--- config.mk ---
export PLATFORM = sky130hd
export DESIGN_NAME = gpio_port_regs
export DESIGN_NICKNAME = d
export VERILOG_FILES = /design/src/rtl/gpio_port_regs.sv
export SDC_FILE = /design/constraint.sdc
export NUM_CORES = 1
export LEC_CHECK = 0
export ABC_AREA = 1
export BUFFER_PORTS_ARGS = -buffer_cell sky130_fd_sc_hd__buf_4
export CAP_MARGIN = 20
export CORE_MARGIN = 1.5
export CORE_UTILIZATION = 53
export DETAILED_ROUTE_END_ITERATION = 7
export PLACE_DENSITY = 0.91
export SETUP_SLACK_MARGIN = 0.05
export SLEW_MARGIN = 20
export SYNTH_ARGS = -nofsm -noshare
export SYNTH_HDL_FRONTEND = slang
export SYNTH_SLANG_ARGS = --single-unit
--- constraint.sdc ---
create_clock -name clk -period 1.57 [get_ports clk]
set_input_delay 0.157 -clock clk [delete_from_list [all_inputs] [get_ports clk]]
set_output_delay 0.157 -clock clk [all_outputs]
set_load 0.1 [all_outputs]
--- src/rtl/gpio_port_regs.sv ---
module gpio_port_regs #(
  parameter int W = 8,
  parameter int AW = 2,
  parameter logic [W-1:0] ANA_MASK = 8'h2F,
  parameter logic [W-1:0] OSC_MASK = 8'hC0,
  parameter logic [AW-1:0] A_PIN = 2'd0,
  parameter logic [AW-1:0] A_LAT = 2'd1,
  parameter logic [AW-1:0] A_DIR = 2'd2
) (
  input  logic          clk,
  input  logic          rst_n,
  input  logic [AW-1:0] bus_addr,
  input  logic          bus_wr,
  input  logic          bus_rd,
  input  logic [W-1:0]  bus_wdata,
  output logic [W-1:0]  bus_rdata,
  input  logic [W-1:0]  pad_in,
  output logic [W-1:0]  pad_out,
  output logic [W-1:0]  pad_oe,
  input  logic [W-1:0]  ana_sel,
  input  logic          osc_mode
);
  logic [W-1:0] dir_q, lat_q, s1_q, s2_q, rd_nxt;
  logic [W-1:0] keep;

  assign keep    = osc_mode ? ~OSC_MASK : '1;
  assign pad_oe  = ~dir_q & keep;
  assign pad_out = lat_q & keep;

  always_ff @(posedge clk or negedge rst_n)
    if (!rst_n) begin
      dir_q <= '1;
      lat_q <= '0;
    end else if (bus_wr) begin
      if (bus_addr == A_DIR) dir_q <= bus_wdata;
      if (bus_addr == A_PIN || bus_addr == A_LAT) lat_q <= bus_wdata;
    end

  always_ff @(posedge clk or negedge rst_n)
    if (!rst_n) begin
      s1_q <= '0;
      s2_q <= '0;
    end else begin
      s1_q <= pad_in;
      s2_q <= s1_q;
    end

  always_comb begin
    rd_nxt = '0;
    if (bus_addr == A_PIN)      rd_nxt = s2_q & ~(ana_sel & ANA_MASK);
    else if (bus_addr == A_LAT) rd_nxt = lat_q;
    else if (bus_addr == A_DIR) rd_nxt = dir_q;
    rd_nxt = rd_nxt & keep;
  end

  always_ff @(posedge clk or negedge rst_n)
    if (!rst_n) bus_rdata <= '0;
    else if (bus_rd) bus_rdata <= rd_nxt;
endmodule


After elaboration in Yosys (flattened, before gate mapping)
Cells that the tools add are included.

cells by class
  eq/ne operators = 2
  mux-type cells = 4
  bitwise operators = 6
  reduce and logical (&&, ||, !) cells = 4

operators by type and width
  cell                count
  $and 8x8->8         4
  $mux 8              4
  $not 6->8           1
  $not 8->8           1
  $reduce_and 2->1    2
  $eq 2x1->1 const B  1
  $eq 2x2->1 const B  1
  $logic_not 2->1     1
  $logic_or 1x1->1    1

word-level totals
  register bits = 40
  input port bits = 31
  word-level logic and storage cells = 21

Depth between registers and ports, before layout
Gate-level depths: netlist of the first run.

  depth in word-level cells = 5
  gate-level depth with buffers = 6

Worst setup path before layout of the first run
OpenSTA, ideal clock, no wires.

  path type = reg2out
  start = register lat_q[6]
  end = output pad_out[6]
  arrival time = 1636 ps
  data required time = 1413 ps
  setup slack = -223 ps
  stages on the path, launching flop included = 3
  path buffers = 0
  cell sequence = dfrtp_1 > inv_1 > nor2_1

on the way
  word-level cells in the longest chain between the ends = 1

RTL lines
  item                    RTL line  RTL
  from (decl)             23        logic [W-1:0] dir_q, lat_q, s1_q, s2_q, rd_nxt;
  from (signal assigned)  36        if (bus_addr == A_PIN || bus_addr == A_LAT) lat_q <= bus_wdata;
  $and 8x8->8             28        assign pad_out = lat_q & keep;
  to (decl)               18        output logic [W-1:0] pad_out,

Every way passes these cells.

Final worst setup path of the first run
  start = register dir_q[4]
  end = output pad_oe[4]

on the way
  word-level cells in the longest chain between the ends = 2

RTL lines
  item                    RTL line  RTL
  from (decl)             23
  from (signal assigned)  35        if (bus_addr == A_DIR) dir_q <= bus_wdata;
  $not 8->8               27        assign pad_oe = ~dir_q & keep;
  $and 8x8->8             27
  to (decl)               19        output logic [W-1:0] pad_oe,

Every way passes these cells.

==> results of run 1 <==
[placed cells by master (no fill, tap or decap)]
master          n
buf_4          51
clkbuf_1        1
clkbuf_4        5
clkinv_2        1
clkinvlp_4      1
dfrtp_1        32
dfstp_2         8
dlygate4sd3_1   9
inv_1          22
inv_2           1
inv_4           1
nand2_1        43
nand2_2         1
nand3_1        19
nand3_4         1
nor2_1         21
nor2_2          4
nor2_8          1
o21ai_0         7
o21ai_1         1
o21ai_2         8
[repair_timing]
item | 4_1_cts | 5_1_grt
resized for setup | 0 | 0
endpoints found under the hold margin | 40 | 0
hold buffers | 9 | 0
[final cells by class]
cell class	count	area share, %
multi-input combinational	106	23.4
timing repair buffer	60	21.5
clock inverter	2	0.569
sequential	40	46.0
tap	44	2.50
inverter	24	4.21
clock buffer	6	1.88
[synth_stat cells, drive strengths merged]
master  number
inv         24
dfrtp       32
nand3       20
o21ai       16
nor2        26
dfstp        8
nand2       44
clkbuf       1
buf         10
[power by group through the flow]
stage / combinational [mW] / sequential, mW / clock, mW
after floorplan: 0.618 / 1.39 / 0
after global placement: 0.961 / 1.25 / 0
after detailed placement: 0.972 / 1.25 / 0
after CTS: 0.992 / 1.23 / 0.498
after global routing: 1.04 / 1.24 / 0.555
final: 0.987 / 1.23 / 0.497
[registers in the layout, summed over array words and instances, names as in the netlist]
signal / flops
s2_q: 8
lat_q: 8
bus_rdata: 8
s1_q: 8
dir_q: 8
[layer usage]
| layer | up-vias | global-route usage (%) | wire, um |
|---|---|---|---|
| met5 | - | 0 | 0 |
| met4 | 0 | 10.5 | 77 |
| met3 | 7 | 4.80 | 174 |
| met2 | 40 | 28.6 | 1530 |
| met1 | 627 | 29.4 | 1470 |
| li1 | 668 | - | - |
[worst min path at each step]
stage / from / to / cells after the start
after floorplan: rst_n / bus_rdata[0]$_DFFE_PN0P_ / 0
after global placement: rst_n / s1_q[3]$_DFF_PN0_ / 1
after detailed placement: rst_n / s1_q[5]$_DFF_PN0_ / 1
after CTS: bus_wdata[5] / dir_q[5]$_DFFE_PN1P_ / 3
after global routing: bus_wdata[5] / dir_q[5]$_DFFE_PN1P_ / 3
final: bus_wdata[4] / dir_q[4]$_DFFE_PN1P_ / 3
[logic make-up after synthesis]
group	after synthesis	synth area share (%)
compound gates	16	6.49
flops	40	59.6
simple gates	90	23.2
buf+inv	35	10.6
[critical path, stage by stage, from the launching register on]
cell	delay [ns]
dfstp_2	0.58
inv_1	0.04
buf_4	0.22
==> impl_metrics.csv, run 1 <==
group,metric,value,unit
drt,wl_per_cell,11.6,um
global_routing,grt_usage,20.3,%
placement,dpl_worst_slack,0.583,ns
sta,finalSetupViolCount,0,
clock_tree,cts_tree,"built",
placement,hpwl,2320,um
floorplan,die_h,59.6,um
global_routing,grt_overflow,0,
final_layout,nFillCells,244,
synthesis,yosys-top-cells-area,"dfrtp_1 47%, dfstp_2 12%, nand2_1 9.5%",
worst_setup_path,reg2reg_to,"bus_rdata[6]$_DFFE_PN0P_",
floorplan,rows,20,
final_layout,multi_input_area,514,um2
floorplan,start_util,55.5,%
clock_tree,postCtsSetupRepairBufs,0,
status,run_status,"complete, no violations",
global_routing,grt_max_degree,41,
sta,max_slew_margin,68.9,%
clock_tree,cts_max_path_buffers,2,
worst_setup_path,cp_max_fo,3,
worst_setup_path,worst-setup-path-type,"reg2out",
sta,worstMarginPinSlew,0.467,ns
clock_tree,path_clk_slew,0.12,ns
power_and_ir_drop,seqPwrFrac,45.4,%
placement,placedCellCount,265,
worst_setup_path,cp_data_arrival_time,1.19,ns
drt,num_vias,1342,
final_layout,num-nets-final,268,
synthesis,netlist_area,1700,um2
worst_setup_path,r2r-start,"dir_q[6]$_DFFE_PN1P_",
clock_tree,htreeDepth,2,
sta,setup_ws,0.219,ns
worst_setup_path,critPathLaunch,"dir_q[4]$_DFFE_PN1P_",
sta,rsz0062_at_grt,"no",
floorplan,design.core.area,3050,um2
sta,clock_skew,0.0101,ns
drt,vias_per_cell,4.76,
drt,wl,3260,um
clock_tree,ctsRootBufferMaster,"clkbuf_4",
job,maxCapViolations,0,
final_layout,drive_gt1_share,34.9,%
clock_tree,clock_latency,0.35,ns
placement,gp_congestion,0.830,
worst_setup_path,r2r_slack,0.65,ns
power_and_ir_drop,pwr_density_cell,1240,nW/um2
power_and_ir_drop,p_leak,1.15,nW
worst_setup_path,reg2regPathDepth,4,
synthesis,synth-seq-area-share,59.6,%
drt,drc_errors,0,
sta,fmax,0.740,GHz
synthesis,synth_top_area_share,47.2,%
floorplan,die_w,59.6,um
worst_setup_path,endpoint,"pad_oe[4]",
synthesis,synth_largest_area_cell,"dfrtp_1",
worst_setup_path,required,1.41,ns
sta,holdWs,0.0268,ns
synthesis,syn_inst,181,
synthesis,synth_warnings,0,
floorplan,io_pins,55,
power_and_ir_drop,power,2.72,mW
power_and_ir_drop,p_int,1.56,mW
global_routing,grt_pass1_vias,1122,
final_layout,fin_cells,282,
sta,hold_viol_final,0,
synthesis,synth-seq-cells,40,
global_routing,grt_pass1_wl,5130,um
power_and_ir_drop,swShare,42.6,%
worst_setup_path,endpoint_kind,"output port",
final_layout,area_growth,29.7,%
final_layout,stdcell_area,2200,um2
floorplan,die_area,3550,um2
power_and_ir_drop,clock_power_share,18.3,%
clock_tree,cts_buffers,5,
power_and_ir_drop,p_switching,1.16,mW
sta,fin_crit_sh,86.0,%
final_layout,seq_area,1010,um2
final_layout,antennaDiodeCount,0,
global_routing,antenna_found_initial,0,
placement,dpl_cell_area,2060,um2
sta,tns,0,ns
power_and_ir_drop,vdd_drop_max,0.727,mV
drt,drt_first_pass_iters,6,
drt,drtIter0Drc,73,
power_and_ir_drop,p_comb_share,36.3,%
worst_hold_path,min_path_type,"in2reg",
sta,min_period,1.35,ns
synthesis,synth.net_count,212,
synthesis,avgSynthCellArea,9.37,um2
placement,portBuffers,51,
worst_setup_path,worst_setup_path_start_kind,"flip-flop",
clock_tree,clkSinkCount,40,
synthesis,ys_types,18,
drt,ant_nets,0,
final_layout,finish.utilization,72.0,%
sta,finalMaxSlewViolations,0,
(Power assumes the default switching activity.)
==> run 2, diff against run 1 <==
--- a/config.mk
+++ b/config.mk
@@ -9,9 +9,9 @@
 export BUFFER_PORTS_ARGS = -buffer_cell sky130_fd_sc_hd__buf_4
 export CAP_MARGIN = 20
 export CORE_MARGIN = 1.5
-export CORE_UTILIZATION = 53
+export CORE_UTILIZATION = 35
 export DETAILED_ROUTE_END_ITERATION = 7
-export PLACE_DENSITY = 0.91
+export PLACE_DENSITY = 0.67
 export SETUP_SLACK_MARGIN = 0.05
 export SLEW_MARGIN = 20
 export SYNTH_ARGS = -nofsm -noshare
==> run 2 against run 1 <==
Net effect:
- maximum frequency grew 4.3%
- register-to-register slack gained 0.03 ns
- sequential share of layout area shrank 0.97 points
- critical endpoint is now pad_oe[0]
- largest cell class unchanged
- highest routed layer unchanged
==> impl_metrics.csv, run 2 (synthesis results as in run 1) <==
group,metric,value,unit
global_routing,grt_pass1_vias,1224,
power_and_ir_drop,vdd_drop_max,0.554,mV
drt,ant_nets,0,
sta,setup_ws,0.275,ns
placement,hpwl,2460,um
worst_setup_path,cp_top_family,"flip-flops",
sta,hold_viol_final,0,
drt,drtIter0Drc,87,
placement,portBuffers,51,
final_layout,area_growth,32.5,%
worst_setup_path,crit_buf_inv,2,
clock_tree,cts_buffers,5,
worst_hold_path,worstHoldEndpoint,"dir_q[6]$_DFFE_PN1P_",
clock_tree,ctsRootBufferMaster,"clkbuf_8",
sta,finalMaxSlewViolations,0,
sta,finalSetupViolCount,0,
clock_tree,postCtsSetupRepairBufs,0,
worst_hold_path,min_path_type,"in2reg",
floorplan,die_w,72.6,um
worst_setup_path,endpoint_kind,"output port",
worst_setup_path,r2r-start,"dir_q[5]$_DFFE_PN1P_",
drt,vias_per_cell,4.43,
final_layout,layout_common_cells,"51 x buf_4, 43 x nand2_1, 32 x dfrtp_1",
placement,dpl_worst_slack,0.567,ns
global_routing,grt_usage,13.9,%
worst_setup_path,worst_path_max_delay_cell,"dfstp_2",
clock_tree,cts_tree,"built",
sta,max_slew_margin,68.0,%
floorplan,rows,25,
clock_tree,cts_max_path_buffers,2,
power_and_ir_drop,pwr_density_cell,1280,nW/um2
floorplan,design.core.area,4690,um2
worst_setup_path,r2r_slack,0.68,ns
worst_setup_path,worst_setup_path_start_kind,"flip-flop",
global_routing,grt_pass1_wl,5520,um
final_layout,final_common_cell,"buf_4",
worst_setup_path,crit_chain,"inv_1 > buf_4",
status,run_status,"complete, no violations",
clock_tree,htreeDepth,2,
worst_setup_path,required,1.41,ns
sta,min_period,1.30,ns
sta,tns,0,ns
floorplan,io_pins,55,
drt,drc_errors,0,
global_routing,grt_overflow,0,
final_layout,nFillCells,465,
worst_setup_path,cp_data_arrival_time,1.14,ns
global_routing,grt_max_degree,41,
clock_tree,clock_latency,0.29,ns
final_layout,drive_gt1_share,34.9,%
floorplan,die_h,72.6,um
final_layout,antennaDiodeCount,0,
drt,wl_per_cell,11.4,um
sta,holdWs,0.0970,ns
sta,fmax,0.772,GHz
clock_tree,clkSinkCount,40,
global_routing,antenna_found_initial,0,
placement,gp_congestion,0.771,
sta,worstMarginPinSlew,0.480,ns
job,maxCapViolations,0,
drt,drt_first_pass_iters,4,
worst_hold_path,worst_hold_startpoint,"bus_wdata[6]",
worst_setup_path,reg2regPathDepth,4,
floorplan,die_area,5270,um2
sta,rsz0062_at_grt,"no",
worst_setup_path,cp_max_fo,3,
final_layout,num-nets-final,268,
power_and_ir_drop,p_leak,1.16,nW
final_layout,fin_cells,292,
sta,clock_skew,0.00862,ns
worst_setup_path,reg2reg_to,"bus_rdata[5]$_DFFE_PN0P_",
worst_setup_path,max_stage_delay,0.56,ns
drt,wl,3330,um
floorplan,start_util,36.1,%
clock_tree,path_clk_slew,0.07,ns
worst_setup_path,critPathLaunch,"dir_q[0]$_DFFE_PN1P_",
worst_setup_path,worst-setup-path-type,"reg2out",
drt,num_vias,1294,
worst_hold_path,hold_depth,3,
sta,fin_crit_sh,82.5,%
placement,placedCellCount,275,
-- run 2: cell counts in the layout (fill, tap and decap cells not counted) --
Identical to the previous run, type by type.
-- run 2: tightest hold or removal path, stage by stage --
cell and delay (ns):
buf_4 0.11, inv_1 0.07, o21ai_2 0.06
-- run 2: routing by layer --
metal	part of all wire (%)	track usage, %	vias up
met5	0	0	-
met4	2.1	6.71	0
met3	5.2	4.01	7
met2	48	21.6	32
met1	45	17.7	595
li1	-	-	660
-- run 2: how the worst max path moves through the flow --
stage                                       to  slack, ns  cells past startpoint
after floorplan                     pad_out[6]       0.25                      2
after global placement    lat_q[7]$_DFFE_PN0P_       0.59                      5
after detailed placement  lat_q[4]$_DFFE_PN0P_       0.57                      5
after CTS                            pad_oe[0]       0.27                      2
after global routing                 pad_oe[0]       0.24                      2
final                                pad_oe[0]       0.27                      2
-- run 2: where the power goes --
group / switching [mW] / internal, mW
clock network: 0.349 / 0.315
registers: 0.0756 / 1.16
logic: 0.757 / 0.229
-- run 2: per-stage QoR --
stage               util [%]  cell area [um2]  power (mW)
floorplan                  -             1710        2.01
global placement        44.1             2070        2.22
detailed placement      44.1             2070        2.23
CTS                     47.9             2250        2.92
global route            47.9             2250        3.01
finish                  47.9             2250        2.88
-- run 2: cell type report --
class | count | area, um2 | area share [%]
clock buffer | 6 | 72.6 | 3.23
clock inverter | 2 | 16.3 | 0.724
inverter | 24 | 92.6 | 4.12
multi-input combinational | 106 | 514 | 22.9
sequential | 40 | 1010 | 45.0
tap | 54 | 67.6 | 3.01
timing repair buffer | 60 | 473 | 21.0
-- run 2: what timing repair did --
| action | in CTS | in global routing |
|---|---|---|
| hold endpoints to repair | 40 | 0 |
| hold buffers | 9 | 0 |
| gates resized for setup | 0 | 0 |
